**src/rtl/fcd_pkg.sv**
```systemverilog
package fcd_pkg;

  typedef enum logic [2:0] {
    ST_READ,
    ST_UNL1,
    ST_UNL2,
    ST_PGM,
    ST_ER1,
    ST_ER2,
    ST_ER3,
    ST_ASEL
  } seq_state_t;

  // Classification of one bus write, low bits only
  typedef struct packed {
    logic unl1;  // AA at 555
    logic unl2;  // 55 at 2AA
    logic f0;    // F0 anywhere
    logic as90;  // 90 at 555
    logic pga0;  // A0 at 555
    logic er80;  // 80 at 555
    logic ch10;  // 10 at 555
    logic bk30;  // 30 anywhere
    logic mw20;  // 20 at 555
  } wr_class_t;

endpackage

```
**src/rtl/fcd_match.sv**
```systemverilog
module fcd_match #(
  parameter int CMP_AW = 11,
  parameter int CMP_DW = 8
) (
  input  logic [CMP_AW-1:0]  a_lo,
  input  logic [CMP_DW-1:0]  d_lo,
  output fcd_pkg::wr_class_t cls
);
  localparam logic [CMP_AW-1:0] KEY_A1 = CMP_AW'(12'h555);
  localparam logic [CMP_AW-1:0] KEY_A2 = CMP_AW'(12'h2AA);
  localparam logic [CMP_DW-1:0] D_AA   = CMP_DW'(8'hAA);
  localparam logic [CMP_DW-1:0] D_55   = CMP_DW'(8'h55);
  localparam logic [CMP_DW-1:0] D_F0   = CMP_DW'(8'hF0);
  localparam logic [CMP_DW-1:0] D_90   = CMP_DW'(8'h90);
  localparam logic [CMP_DW-1:0] D_A0   = CMP_DW'(8'hA0);
  localparam logic [CMP_DW-1:0] D_80   = CMP_DW'(8'h80);
  localparam logic [CMP_DW-1:0] D_10   = CMP_DW'(8'h10);
  localparam logic [CMP_DW-1:0] D_30   = CMP_DW'(8'h30);
  localparam logic [CMP_DW-1:0] D_20   = CMP_DW'(8'h20);

  logic at_k1, at_k2;

  always_comb begin
    at_k1    = (a_lo == KEY_A1);
    at_k2    = (a_lo == KEY_A2);
    cls.unl1 = at_k1 && (d_lo == D_AA);
    cls.unl2 = at_k2 && (d_lo == D_55);
    cls.f0   = (d_lo == D_F0);
    cls.as90 = at_k1 && (d_lo == D_90);
    cls.pga0 = at_k1 && (d_lo == D_A0);
    cls.er80 = at_k1 && (d_lo == D_80);
    cls.ch10 = at_k1 && (d_lo == D_10);
    cls.bk30 = (d_lo == D_30);
    cls.mw20 = at_k1 && (d_lo == D_20);
  end

endmodule

```
**src/rtl/fcd_seq.sv**
```systemverilog
module fcd_seq #(
  parameter int ADDR_W = 22,
  parameter int DATA_W = 16,
  parameter int BLK_W  = 5
) (
  input  logic               clk,
  input  logic               rst,
  input  logic               wr_en,
  input  logic               busy,
  input  logic               vpp_ok,
  input  fcd_pkg::wr_class_t cls,
  input  logic [ADDR_W-1:0]  wr_addr,
  input  logic [DATA_W-1:0]  wr_data,
  output logic               reset_pulse,
  output logic               autosel_pulse,
  output logic               prog_pulse,
  output logic [ADDR_W-1:0]  prog_addr,
  output logic [DATA_W-1:0]  prog_data,
  output logic               erase_blk_pulse,
  output logic [BLK_W-1:0]   blk_idx,
  output logic               erase_chip_pulse,
  output logic               mwp_start_pulse,
  output logic               autosel_mode
);
  import fcd_pkg::*;

  seq_state_t st, st_nxt;
  logic accept;
  logic n_rst, n_asel, n_prog, n_blk, n_chip, n_mwp;

  always_comb begin
    accept = wr_en && !busy;
    st_nxt = st;
    n_rst  = 1'b0;
    n_asel = 1'b0;
    n_prog = 1'b0;
    n_blk  = 1'b0;
    n_chip = 1'b0;
    n_mwp  = 1'b0;
    if (accept) begin
      if (st == ST_ASEL) begin
        if (cls.f0) begin
          st_nxt = ST_READ;
          n_rst  = 1'b1;
        end
      end else if (cls.f0 && st != ST_PGM) begin
        st_nxt = ST_READ;
        n_rst  = 1'b1;
      end else begin
        st_nxt = ST_READ;
        unique case (st)
          ST_READ: if (cls.unl1) st_nxt = ST_UNL1;
          ST_UNL1: if (cls.unl2) st_nxt = ST_UNL2;
          ST_UNL2: begin
            if (cls.as90) begin
              st_nxt = ST_ASEL;
              n_asel = 1'b1;
            end else if (cls.pga0) begin
              st_nxt = ST_PGM;
            end else if (cls.er80) begin
              st_nxt = ST_ER1;
            end else if (cls.mw20) begin
              n_mwp = vpp_ok;
            end
          end
          ST_PGM:  n_prog = vpp_ok;
          ST_ER1:  if (cls.unl1) st_nxt = ST_ER2;
          ST_ER2:  if (cls.unl2) st_nxt = ST_ER3;
          ST_ER3: begin
            if (cls.ch10)      n_chip = vpp_ok;
            else if (cls.bk30) n_blk  = vpp_ok;
          end
          default: st_nxt = ST_READ;
        endcase
      end
    end
  end

  always_ff @(posedge clk) begin
    if (rst) begin
      st               <= ST_READ;
      reset_pulse      <= 1'b0;
      autosel_pulse    <= 1'b0;
      prog_pulse       <= 1'b0;
      erase_blk_pulse  <= 1'b0;
      erase_chip_pulse <= 1'b0;
      mwp_start_pulse  <= 1'b0;
      prog_addr        <= '0;
      prog_data        <= '0;
      blk_idx          <= '0;
    end else begin
      st               <= st_nxt;
      reset_pulse      <= n_rst;
      autosel_pulse    <= n_asel;
      prog_pulse       <= n_prog;
      erase_blk_pulse  <= n_blk;
      erase_chip_pulse <= n_chip;
      mwp_start_pulse  <= n_mwp;
      if (n_prog) begin
        prog_addr <= wr_addr;
        prog_data <= wr_data;
      end
      if (n_blk) blk_idx <= wr_addr[ADDR_W-1 -: BLK_W];
    end
  end

  assign autosel_mode = (st == ST_ASEL);

endmodule

```
**src/rtl/fcd_id.sv**
```systemverilog
module fcd_id #(
  parameter int                DATA_W   = 16,
  parameter logic [DATA_W-1:0] MFR_CODE = 16'h0020,
  parameter logic [DATA_W-1:0] DEV_CODE = 16'h88AF
) (
  input  logic              clk,
  input  logic              rst,
  input  logic              asel,
  input  logic [1:0]        rd_sel,
  output logic [DATA_W-1:0] id_data
);
  always_ff @(posedge clk) begin
    if (rst || !asel) begin
      id_data <= '0;
    end else begin
      unique case (rd_sel)
        2'b00:   id_data <= MFR_CODE;
        2'b01:   id_data <= DEV_CODE;
        default: id_data <= '0;
      endcase
    end
  end
endmodule

```
**src/rtl/flash_cmd_decoder.sv**
```systemverilog
module flash_cmd_decoder #(
  parameter int ADDR_W = 22,
  parameter int DATA_W = 16,
  parameter int CMP_AW = 11,
  parameter int CMP_DW = 8,
  parameter int BLK_W  = 5
) (
  input  logic              clk,
  input  logic              rst,
  input  logic              wr_en,
  input  logic [ADDR_W-1:0] wr_addr,
  input  logic [DATA_W-1:0] wr_data,
  input  logic              vpp_ok,
  input  logic              busy,
  input  logic [1:0]        rd_sel,
  output logic              reset_pulse,
  output logic              autosel_pulse,
  output logic              prog_pulse,
  output logic [ADDR_W-1:0] prog_addr,
  output logic [DATA_W-1:0] prog_data,
  output logic              erase_blk_pulse,
  output logic [BLK_W-1:0]  blk_idx,
  output logic              erase_chip_pulse,
  output logic              mwp_start_pulse,
  output logic              autosel_mode,
  output logic [DATA_W-1:0] id_data
);
  fcd_pkg::wr_class_t cls;

  fcd_match #(.CMP_AW(CMP_AW), .CMP_DW(CMP_DW)) u_match (
    .a_lo (wr_addr[CMP_AW-1:0]),
    .d_lo (wr_data[CMP_DW-1:0]),
    .cls  (cls)
  );

  fcd_seq #(.ADDR_W(ADDR_W), .DATA_W(DATA_W), .BLK_W(BLK_W)) u_seq (
    .clk              (clk),
    .rst              (rst),
    .wr_en            (wr_en),
    .busy             (busy),
    .vpp_ok           (vpp_ok),
    .cls              (cls),
    .wr_addr          (wr_addr),
    .wr_data          (wr_data),
    .reset_pulse      (reset_pulse),
    .autosel_pulse    (autosel_pulse),
    .prog_pulse       (prog_pulse),
    .prog_addr        (prog_addr),
    .prog_data        (prog_data),
    .erase_blk_pulse  (erase_blk_pulse),
    .blk_idx          (blk_idx),
    .erase_chip_pulse (erase_chip_pulse),
    .mwp_start_pulse  (mwp_start_pulse),
    .autosel_mode     (autosel_mode)
  );

  fcd_id #(.DATA_W(DATA_W)) u_id (
    .clk     (clk),
    .rst     (rst),
    .asel    (autosel_mode),
    .rd_sel  (rd_sel),
    .id_data (id_data)
  );

endmodule

```
**config.mk**
```make
export PLATFORM = sky130hd
export DESIGN_NAME = flash_cmd_decoder
export DESIGN_NICKNAME = d
export VERILOG_FILES = /design/src/rtl/fcd_pkg.sv /design/src/rtl/fcd_match.sv /design/src/rtl/fcd_seq.sv /design/src/rtl/fcd_id.sv /design/src/rtl/flash_cmd_decoder.sv
export SDC_FILE = /design/constraint.sdc
export NUM_CORES = 1
export LEC_CHECK = 0
export BUFFER_PORTS_ARGS = -buffer_cell sky130_fd_sc_hd__buf_4
export CELL_PAD_IN_SITES_DETAIL_PLACEMENT = 1
export CELL_PAD_IN_SITES_GLOBAL_PLACEMENT = 2
export CORE_MARGIN = 3
export CORE_UTILIZATION = 24
export CTS_CLUSTER_DIAMETER = 60
export DETAILED_ROUTE_END_ITERATION = 12
export PLACE_DENSITY = 0.77
export SLEW_MARGIN = 25
export SYNTH_ARGS = -nofsm -noshare
export SYNTH_HDL_FRONTEND = slang
export SYNTH_SLANG_ARGS = --single-unit
```
**constraint.sdc**
```tcl
create_clock -name clk -period 2.17 [get_ports clk]
set_input_delay 0.434 -clock clk [delete_from_list [all_inputs] [get_ports clk]]
set_output_delay 0.434 -clock clk [all_outputs]
set_load 0.05 [all_outputs]
```
==> flow_summary.ini <==
[status]
run_status = finished, final reports clean

[global_route]
grt_first_pass_wirelength_um = 10900
groute.usage.overall_pct = 13.3
overflow = 0
antenna_violations_before_repair = 0
grtUsageMet2_pct = 23.2
grt_util_met1_pct = 15.7
groute.layer.met3.usage_pct = 4.64
maximum_number_of_pins_on_one_net_before_global_route_repair = 37
first_global_vias = 2094
busiest_layer = met2

[synth]
count_of_cell_types_in_the_netlist = 35
syn_area_mm2 = 0.00221
ys_top_cells_by_area = sky130_fd_sc_hd__dfxtp_1, sky130_fd_sc_hd__nand2_1, sky130_fd_sc_hd__a21oi_1
syn_inst = 274
yosysWarnings = 0
synth.ff_latch_count = 54
synth_area_per_inst_um2 = 8.06
netlist.area_leader.share_pct = 49.0
proportion_of_synthesized_chip_area_in_sequential_cells_pct = 49.0
synthDominantAreaCellType = sky130_fd_sc_hd__dfxtp_1

[min_path]
worstHoldStart = rd_sel[1]
hold_depth = 2
hold_path_class = in2reg

[power_and_ir_drop]
cellPowerDensity_mw_per_mm2 = 564
ir_worst_vdd_v = 0.000246
static-leakage-power_nw = 1.26
power.total_mw = 1.75

[critical_path]
setup.worst_path.end_class = flip-flop
timing.reg2reg.setup_slack_ns = 0.60
crit_path_max_fanout = 6
crit_end = u_seq.blk_idx[2]
worstSetupStartpoint = wr_data[0]
worst-r2r-cell-count = 5
cp_data_arrival_time_ns = 1.99
critPathLaunchType = input pin
reg2reg_from = u_seq.st[1]
timing.rr.end = u_seq.blk_idx[2]
criticalPathCategory = in2reg
critical_path_required_ns = 2.37

[cts]
cts_buffers = 5
master_cell_of_the_clock_root_buffer = sky130_fd_sc_hd__clkbuf_8
postCtsSetupRepairBufs = 0
cts-resized-gates = 0
clock_sink_count = 54
cts-root-to-sink-buffers = 2
cts_hold_bufs = 0
clkLatencyLatePin_ns = 0.31
htree_levels = 2
clk_transition_reported_paths_ns = 0.11
tritoncts = done

[die]
fp.coreArea_mm2 = 0.00885
floorplan.rows = 34
initial_core_utilization_pct = 25.0
num_io_pins = 111
die-area_mm2 = 0.0104
dieHeight_um = 102
chipWidth_um = 102

[flow_run]
max-cap-violations = 0

[route]
drt_wl_total_um = 6970
remaining_drc_errors = 0
drt-initial-drc-count = 29
dr.pass1.iters = 4
ant_nets = 0
dr_total_vias = 2116
avgViaCountPerCell = 4.47
wl_per_cell_um = 14.7

[cells_and_area]
mostFrequentLayoutCell = sky130_fd_sc_hd__buf_4
num-fill-cells = 1092
antenna_cells_inserted = 0
areaGrowthSynthToFinish_pct = 40.4
fin_nets = 409
post_route_cells_drive_above_1_share_pct = 32.1
most-common-layout-cells = sky130_fd_sc_hd__buf_4, sky130_fd_sc_hd__nand2_1, sky130_fd_sc_hd__dfxtp_1, sky130_fd_sc_hd__a21oi_1, sky130_fd_sc_hd__nor2_1

[timing]
setup_total_negative_slack_ns = 0
fmax_mhz = 556
hold-worst-slack_ns = 0.286
rsz0062_at_grt = false
finClkSkew_ns = 0.00600
post-route-period-util_pct = 82.8
hold_viol = 0
setup_viol = 0
timing.final.max_slew_violations = 0
period_minus_slack_ns = 1.80

[placement]
dp_hpwl_um = 5280
number_of_port_buffers = 102
gp_weighted_congestion = 0.770
[per-stage QoR]
stage	utilization (%)	worst slack, ns	std cells	cell area (µm²)
2_1_floorplan	-	0.395	281	2230
6_report	35.0	0.372	473	3100
3_3_place_gp	33.9	0.103	465	3000
3_5_place_dp	33.9	0.0261	465	3000
4_1_cts	35.0	0.359	473	3100
5_1_grt	35.0	0.280	473	3100
[metal layers]
metal / vias to the layer above / part of all wire [%]
met3: 2 / 8.3
li1: 1063 / -
met4: 0 / 0.66
met1: 986 / 42
met5: - / 0
met2: 65 / 49
[logic make-up after synthesis]
kind of cell | count (synthesis) | share of synthesized area (%)
and+or+nand+nor | 131 | 28.2
DFF | 54 | 49.0
AOI/OAI and AO/OA | 46 | 10.9
buffers and inverters | 36 | 9.12
muxes | 5 | 2.27
xor gates and xnor gates | 1 | 0.397
other | 1 | 0.170
[cells in the mapped netlist (all sizes together)]
cell     number
xnor2         1
nand4         3
o31ai         2
nor3b         1
nand3         5
o21ai         3
dfxtp        54
nand3b        1
o211ai        1
and2          1
a21o          1
nand2        82
nor4b         3
nor4bb        4
nor2b         1
clkbuf        9
and3b         1
conb          1
a21oi        39
or3           1
and3          2
or4           1
inv           6
nand4bb       1
nor2         14
buf          21
or2           1
nor3          5
and4b         1
mux2i         5
nor4          3
[where the power goes]
| group | switching (mW) | internal (mW) |
|---|---|---|
| registers | 0.00000235 | 0.990 |
| logic | 0.0860 | 0.0643 |
| clock network | 0.345 | 0.264 |
[worst max-delay path: stages]
cell and delay, ns:
sky130_fd_sc_hd__buf_4 0.12, sky130_fd_sc_hd__or4_4 0.56, sky130_fd_sc_hd__nor4_4 0.18, sky130_fd_sc_hd__and3_1 0.41
sky130_fd_sc_hd__mux2i_1 0.23, sky130_fd_sc_hd__nor2_1 0.05
[registers in the layout, summed over array words and instances, names as in the netlist]
name and cells:
u_seq.prog_addr 22, u_seq.prog_data 16, u_seq.blk_idx 5, u_seq.st 3, u_id.id_data 2, u_seq.autosel_pulse 1, u_seq.erase_blk_pulse 1, u_seq.erase_chip_pulse 1
u_seq.mwp_start_pulse 1, u_seq.prog_pulse 1, u_seq.reset_pulse 1
[worst min path at each step]
stage,endpoint
after floorplan,u_seq.st[2]
after global placement,u_seq.prog_data[13]
after detailed placement,u_seq.prog_addr[17]
after CTS,u_id.id_data[5]
after global routing,u_id.id_data[5]
final,u_id.id_data[5]
[cell type report]
cell class / count / area [µm²] / area share, %
clock buffer: 6 / 82.6 / 2.66
sequential: 54 / 1080 / 34.9
tap: 108 / 135 / 4.36
timing repair buffer: 106 / 808 / 26.1
multi-input combinational: 191 / 955 / 30.8
inverter: 6 / 22.5 / 0.726
clock inverter: 2 / 16.3 / 0.525
Note: power is estimated with default switching activity, not from simulation.
